**src/rtl/io_route_dec.sv**
```systemverilog
module io_route_dec #(
  parameter int AW = 16,
  parameter int NW = 4,
  parameter int DW = 8
) (
  input  logic          clk,
  input  logic          rst_n,
  input  logic          cfg_wen,
  input  logic [1:0]    cfg_sel,
  input  logic [DW-1:0] cfg_wdata,
  output logic [DW-1:0] cfg_rdata,
  input  logic          req_valid,
  output logic          req_ready,
  input  logic [AW-1:0] req_addr,
  output logic          rsp_valid,
  output logic [1:0]    rsp_route
);
  localparam int SW = AW - NW;
  localparam logic [1:0] ROUTE_DEF  = 2'b01;
  localparam logic [1:0] ROUTE_PCIE = 2'b10;

  logic [NW-1:0] base_q, limit_q;
  logic          io_en_q, vga_en_q, mono_q;

  always_ff @(posedge clk or negedge rst_n) begin
    if (!rst_n) begin
      base_q   <= '0;
      limit_q  <= '0;
      io_en_q  <= 1'b0;
      vga_en_q <= 1'b0;
      mono_q   <= 1'b0;
    end else if (cfg_wen) begin
      if (cfg_sel == 2'd0) begin
        base_q  <= cfg_wdata[NW-1:0];
        limit_q <= cfg_wdata[2*NW-1:NW];
      end else if (cfg_sel == 2'd1) begin
        io_en_q  <= cfg_wdata[0];
        vga_en_q <= cfg_wdata[1];
        mono_q   <= cfg_wdata[2];
      end
    end
  end

  always_comb begin
    cfg_rdata = '0;
    if (cfg_sel == 2'd0) cfg_rdata[2*NW-1:0] = {limit_q, base_q};
    else if (cfg_sel == 2'd1) cfg_rdata[2:0] = {mono_q, vga_en_q, io_en_q};
  end

  logic [AW-1:0] win_lo, win_hi;
  logic          win_hit, vga_hit, mono_hit;
  logic [1:0]    route_d;

  assign win_lo  = {base_q, {SW{1'b0}}};
  assign win_hi  = {limit_q, {SW{1'b1}}};
  assign win_hit = (limit_q >= base_q) && (req_addr >= win_lo) && (req_addr <= win_hi);

  assign vga_hit = ((req_addr >= AW'(16'h3B0)) && (req_addr <= AW'(16'h3BB))) ||
                   ((req_addr >= AW'(16'h3C0)) && (req_addr <= AW'(16'h3DF)));

  always_comb begin
    case (req_addr)
      AW'(16'h3B4), AW'(16'h3B5), AW'(16'h3B8),
      AW'(16'h3B9), AW'(16'h3BA), AW'(16'h3BF): mono_hit = 1'b1;
      default:                                  mono_hit = 1'b0;
    endcase
  end

  always_comb begin
    if (mono_q && mono_hit)                  route_d = ROUTE_DEF;
    else if (!io_en_q)                       route_d = ROUTE_DEF;
    else if (win_hit || (vga_en_q && vga_hit)) route_d = ROUTE_PCIE;
    else                                     route_d = ROUTE_DEF;
  end

  assign req_ready = 1'b1;

  always_ff @(posedge clk or negedge rst_n) begin
    if (!rst_n) begin
      rsp_valid <= 1'b0;
      rsp_route <= ROUTE_DEF;
    end else begin
      rsp_valid <= req_valid;
      if (req_valid) rsp_route <= route_d;
    end
  end
endmodule


```
**config.mk**
```make
export PLATFORM = sky130hd
export DESIGN_NAME = io_route_dec
export DESIGN_NICKNAME = d
export VERILOG_FILES = /design/src/rtl/io_route_dec.sv
export SDC_FILE = /design/constraint.sdc
export NUM_CORES = 1
export LEC_CHECK = 0
export BUFFER_PORTS_ARGS = -buffer_cell sky130_fd_sc_hd__buf_2
export CAP_MARGIN = 20
export CORE_ASPECT_RATIO = 1.5
export CORE_MARGIN = 2
export CORE_UTILIZATION = 40
export CTS_CLUSTER_SIZE = 40
export DETAILED_ROUTE_END_ITERATION = 8
export HOLD_SLACK_MARGIN = 0.02
export PLACE_DENSITY = 0.7
export SLEW_MARGIN = 15
export SYNTH_ARGS = -nofsm -noshare
export SYNTH_HDL_FRONTEND = slang
export SYNTH_SLANG_ARGS = --single-unit
```
**constraint.sdc**
```tcl
create_clock -name clk -period 2 [get_ports clk]
set_input_delay 0.2 -clock clk [delete_from_list [all_inputs] [get_ports clk]]
set_output_delay 0.2 -clock clk [all_outputs]
set_load 0.02 [all_outputs]
```
Yosys cells after proc, flatten, opt, wreduce, memory -nomap -nowiden
Cells that the tools add are included.
{ "word_totals": {"reg_bits": 14, "elab_cells": 41, "in_bits": 30} }
{ "op_classes": {"reduce_logical": 12, "order_cmp": 7, "n_eq_ne": 7, "n_bitwise": 1, "mux": 7} }
{ "op_table": {"columns": ["operator", "count"], "rows": [
  ["16-bit by 10-bit == test with 1-bit output, second input constant", 6],
  ["16-bit by 10-bit >= comparator with 1-bit output, second input constant", 2],
  ["16-bit by 10-bit less-or-equal comparator with 1-bit output, second input constant", 2],
  ["16-bit >= comparator", 1],
  ["16-bit less-or-equal comparator", 1],
  ["1-bit logical AND", 6],
  ["2-bit 2-to-1 mux", 3],
  ["3-bit 2-to-1 mux", 2],
  ["6-bit OR reduction", 1],
  ["5-bit 2-to-1 mux", 1],
  ["4-bit >= comparator", 1],
  ["3-bit AND reduction", 1],
  ["2-bit by 1-bit == test with 1-bit output, second input constant", 1],
  ["2-bit zero test", 1],
  ["1-bit logical OR", 2],
  ["2-bit AND reduction", 1],
  ["1-bit 2-to-1 mux", 1],
  ["1-bit inverter", 1]
]} }

Depth between registers and ports, before layout
{ "depth": {"depth_word": 8, "mapped_depth": 7, "depth_no_buf": 7} }

Worst setup path after synthesis
No wires, ideal clock.
{ "synth_path": {"path_kind": "register -> register", "from": "register limit_q[3]", "to": "register rsp_route[0]", "arrival_ns": 1.566, "synth_period_minus_slack_ns": 1.646, "slack_ns": 0.354, "setup_ns": 0.080, "path_stages_with_launch": 8, "cell_sequence": "dfrtp_1 inv_1 ha_1 nand2_1 or4_1 o21ai_1 a31oi_1 o22a_1"} }
{ "synth_between": {"elab_chain_cells": 7, "word_cells_on_any_way": 8} }
{ "synth_lines": {"columns": ["item", "line_no", "text"], "rows": [
  ["start, declared", "22", "logic [NW-1:0] base_q, limit_q;"],
  ["start signal, assigned", "35", "limit_q <= cfg_wdata[2*NW-1:NW];"],
  ["branches (longest 2 deep; another with 16-bit less-or-equal comparator)", null, null],
  ["1-bit logical AND (*)", "56", "assign win_hit = (limit_q >= base_q) && (req_addr >= win_lo) && (req_addr <= win_hi);"],
  ["1-bit logical OR (*)", "72", "else if (win_hit || (vga_en_q && vga_hit)) route_d = ROUTE_PCIE;"],
  ["2-bit 2-to-1 mux (*)", "72", null],
  ["2-bit 2-to-1 mux (*)", "71", "else if (!io_en_q) route_d = ROUTE_DEF;"],
  ["2-bit 2-to-1 mux (*)", "70", "if (mono_q && mono_hit) route_d = ROUTE_DEF;"],
  ["end signal, assigned", "84", "if (req_valid) rsp_route <= route_d;"],
  ["end, declared", "16", "output logic [1:0] rsp_route"]
]} }
Mark *: on every way between the ends.
A chain may end at the register's enable or synchronous reset.

Worst setup path after layout
Same ends and word-level chain as after synthesis.

==> results.cfg <==
[yosys]
syn_nets = 152
synthCells = 110
post_synth.cell_area_avg_um2 = 9.27
syn-cell-area_um2 = 1020
synth_top_area_share_pct = 31.9
synth_flop_cell = dfrtp_1
synth_largest_area_cell = dfrtp_1
synth_seq_cells = 14
synth.yosys.warnings = 0
synth_edf_count = 0
async_flop_share_pct = 100
ys_seq_area_share_pct = 34.5
yosys-top-cells-area = dfrtp_1 (32%), ha_1 (15%), o21ai_0 (5.4%), inv_1 (3.7%), nand2_1 (3.7%)
ys_types = 39

[cts]
cts-root-buf = clkbuf_4
numCtsBuffers = 3
cts_resized = 0
cts_tree = done
clkTransAtPathRegs_ps = 80
post_cts_buffers = 0
cts_hold_buf = 1
cts.sinks = 14
clkLatencyLatePin_ps = 280
clockBufferDepth = 2
cts-htree-levels = 1

[sta]
rsz0062_at_grt = no
skew_ps = 2.16
hold_viol = 0
min_period_ps = 1790
fin_tns_setup_ps = 0
setup_viol = 0
finalCritPeriodShare_pct = 89.7
slew_viol_final = 0
fmax_mhz = 557

[placed_design]
routabilityCongestion = 0.782
port_buffers = 40
post-dp-hpwl_mm = 2.08

[die]
fp.dieH_um = 65.8
dieArea_um2 = 2980
coreArea_um2 = 2420
initial_core_util_pct = 42.1
die_w_um = 45.2
ioPinCount = 42
rows = 22

[detailed_routing]
drt-initial-drc-count = 11
drc_errors = 0
routed_wl_mm = 2.45
vias_per_cell = 5.63
postRouteAntennaNets = 0
wire_per_inst_um = 13.9
vias = 990
dr.pass1.iters = 4

[cells_and_area]
drive_gt1_share_pct = 34.9
final_core_util_pct = 53.0
layout_commonest_cell = buf_2
final_cell_mix = buf_2 (40), dfrtp_1 (13), ha_1 (12), o21ai_0 (11)
n_antenna_cell = 0
layout.nets = 195
area_growth_syn_to_layout_pct = 25.9

[pwr]
p_leak_nw = 0.638
ir_worst_vdd_v = 0.000375
p_per_area_nw_per_um2 = 692

[worst_setup_path]
crit_fanout = 3
crit_arrival_ps = 2010
start_kind = flip-flop
cp.required_ps = 2210
cp-end-kind = flip-flop
critical_path_class = reg -> reg

[grt]
grt_pass1_vias = 1003
antenna_found_initial = 0
grt_max_degree = 16
grt_pass1_wl_mm = 4.00
grt_use_total_pct = 18.3
grt.overflow.total = 0

[min_path]
holdCritPathClass = in -> reg

[flow_run]
maxCapViolations = 0

[outcome]
status = finished clean
==> registers in the layout (all words and copies together), names as in the netlist <==
signal,cells
io_en_q,1
rsp_route,2
vga_en_q,1
rsp_valid,1
limit_q,4
base_q,4
mono_q,1
==> synthesized netlist by cell type, types with 2 or more instances <==
cell and instances:
mux2_2 3, nand4_1 2, nand3_1 2, mux2i_1 3, nor3_1 5, ha_1 12
nand2b_1 3, nor4_1 3, a21oi_1 3, inv_1 10, dfrtp_1 13, nor2_1 4
o21ai_0 11, clkbuf_1 2, nand2_1 10
==> per-stage QoR <==
step / instances / hold WS (ps) / power (mW) / setup slack (ps) / area [um2]
6_report: 176 / 69.3 / 0.889 / 205 / 1280
5_1_grt: 176 / 60.3 / 0.958 / 110 / 1280
4_1_cts: 176 / 65.7 / 0.897 / 194 / 1280
3_5_place_dp: 171 / 111 / 0.695 / 216 / 1240
3_3_place_gp: 171 / 109 / 0.685 / 224 / 1240
2_1_floorplan: 110 / -95.6 / 0.575 / 354 / 1020
==> kinds of logic after synthesis <==
family,count (synthesis),synth area share [%]
other,1,0.368
adder cells (fa/ha/maj),12,14.7
flip-flops,14,34.5
AND/OR/NAND/NOR,37,20.9
XOR/XNOR,1,0.859
buffers and inverters,14,5.64
AO/OA/AOI/OAI,24,15.7
multiplexers,7,7.36
==> final cells by class <==
type	count	area, um2
clock buffers	4	36.3
fillers	239	1140
inverters	10	37.5
multi-input cells	82	611
flip-flops and latches	14	352
well taps	24	30.0
repair buffers	42	218
==> critical path: stages (launching register included) <==
cell and delay (ps):
dfrtp_1 360, inv_1 70, ha_1 290, nand2_1 70, or4_1 500, o21ai_1 150, a31oi_1 120, o22a_1 180
==> power breakdown <==
part / switching [mW] / internal, mW
registers: 0.0288 / 0.329
clock network: 0.0914 / 0.111
logic: 0.183 / 0.145
total: 0.303 / 0.585
==> metal layers <==
| metal | vias to the layer above | track usage, % | wire length (um) |
|---|---|---|---|
| met5 | - | 0 | 0 |
| met4 | 0 | 10.7 | 87 |
| met3 | 10 | 0.820 | 96 |
| met2 | 29 | 33.0 | 1300 |
| met1 | 469 | 20.0 | 970 |
| li1 | 482 | - | - |
==> final timing paths <==
kind,slack (ps),from,to,cells after the start
setup / recovery,210,limit_q[3],rsp_route[0],7
hold / removal,70,req_valid,rsp_valid,1
setup reg to reg,210,limit_q[3],rsp_route[0],7
hold reg to reg,550,rsp_route[1],rsp_route[1],2
max in group asynchronous,1330,rst_n,rsp_route[0],2
min in group asynchronous,380,rst_n,base_q[3],2
Note: power is estimated with default switching activity, not from simulation.
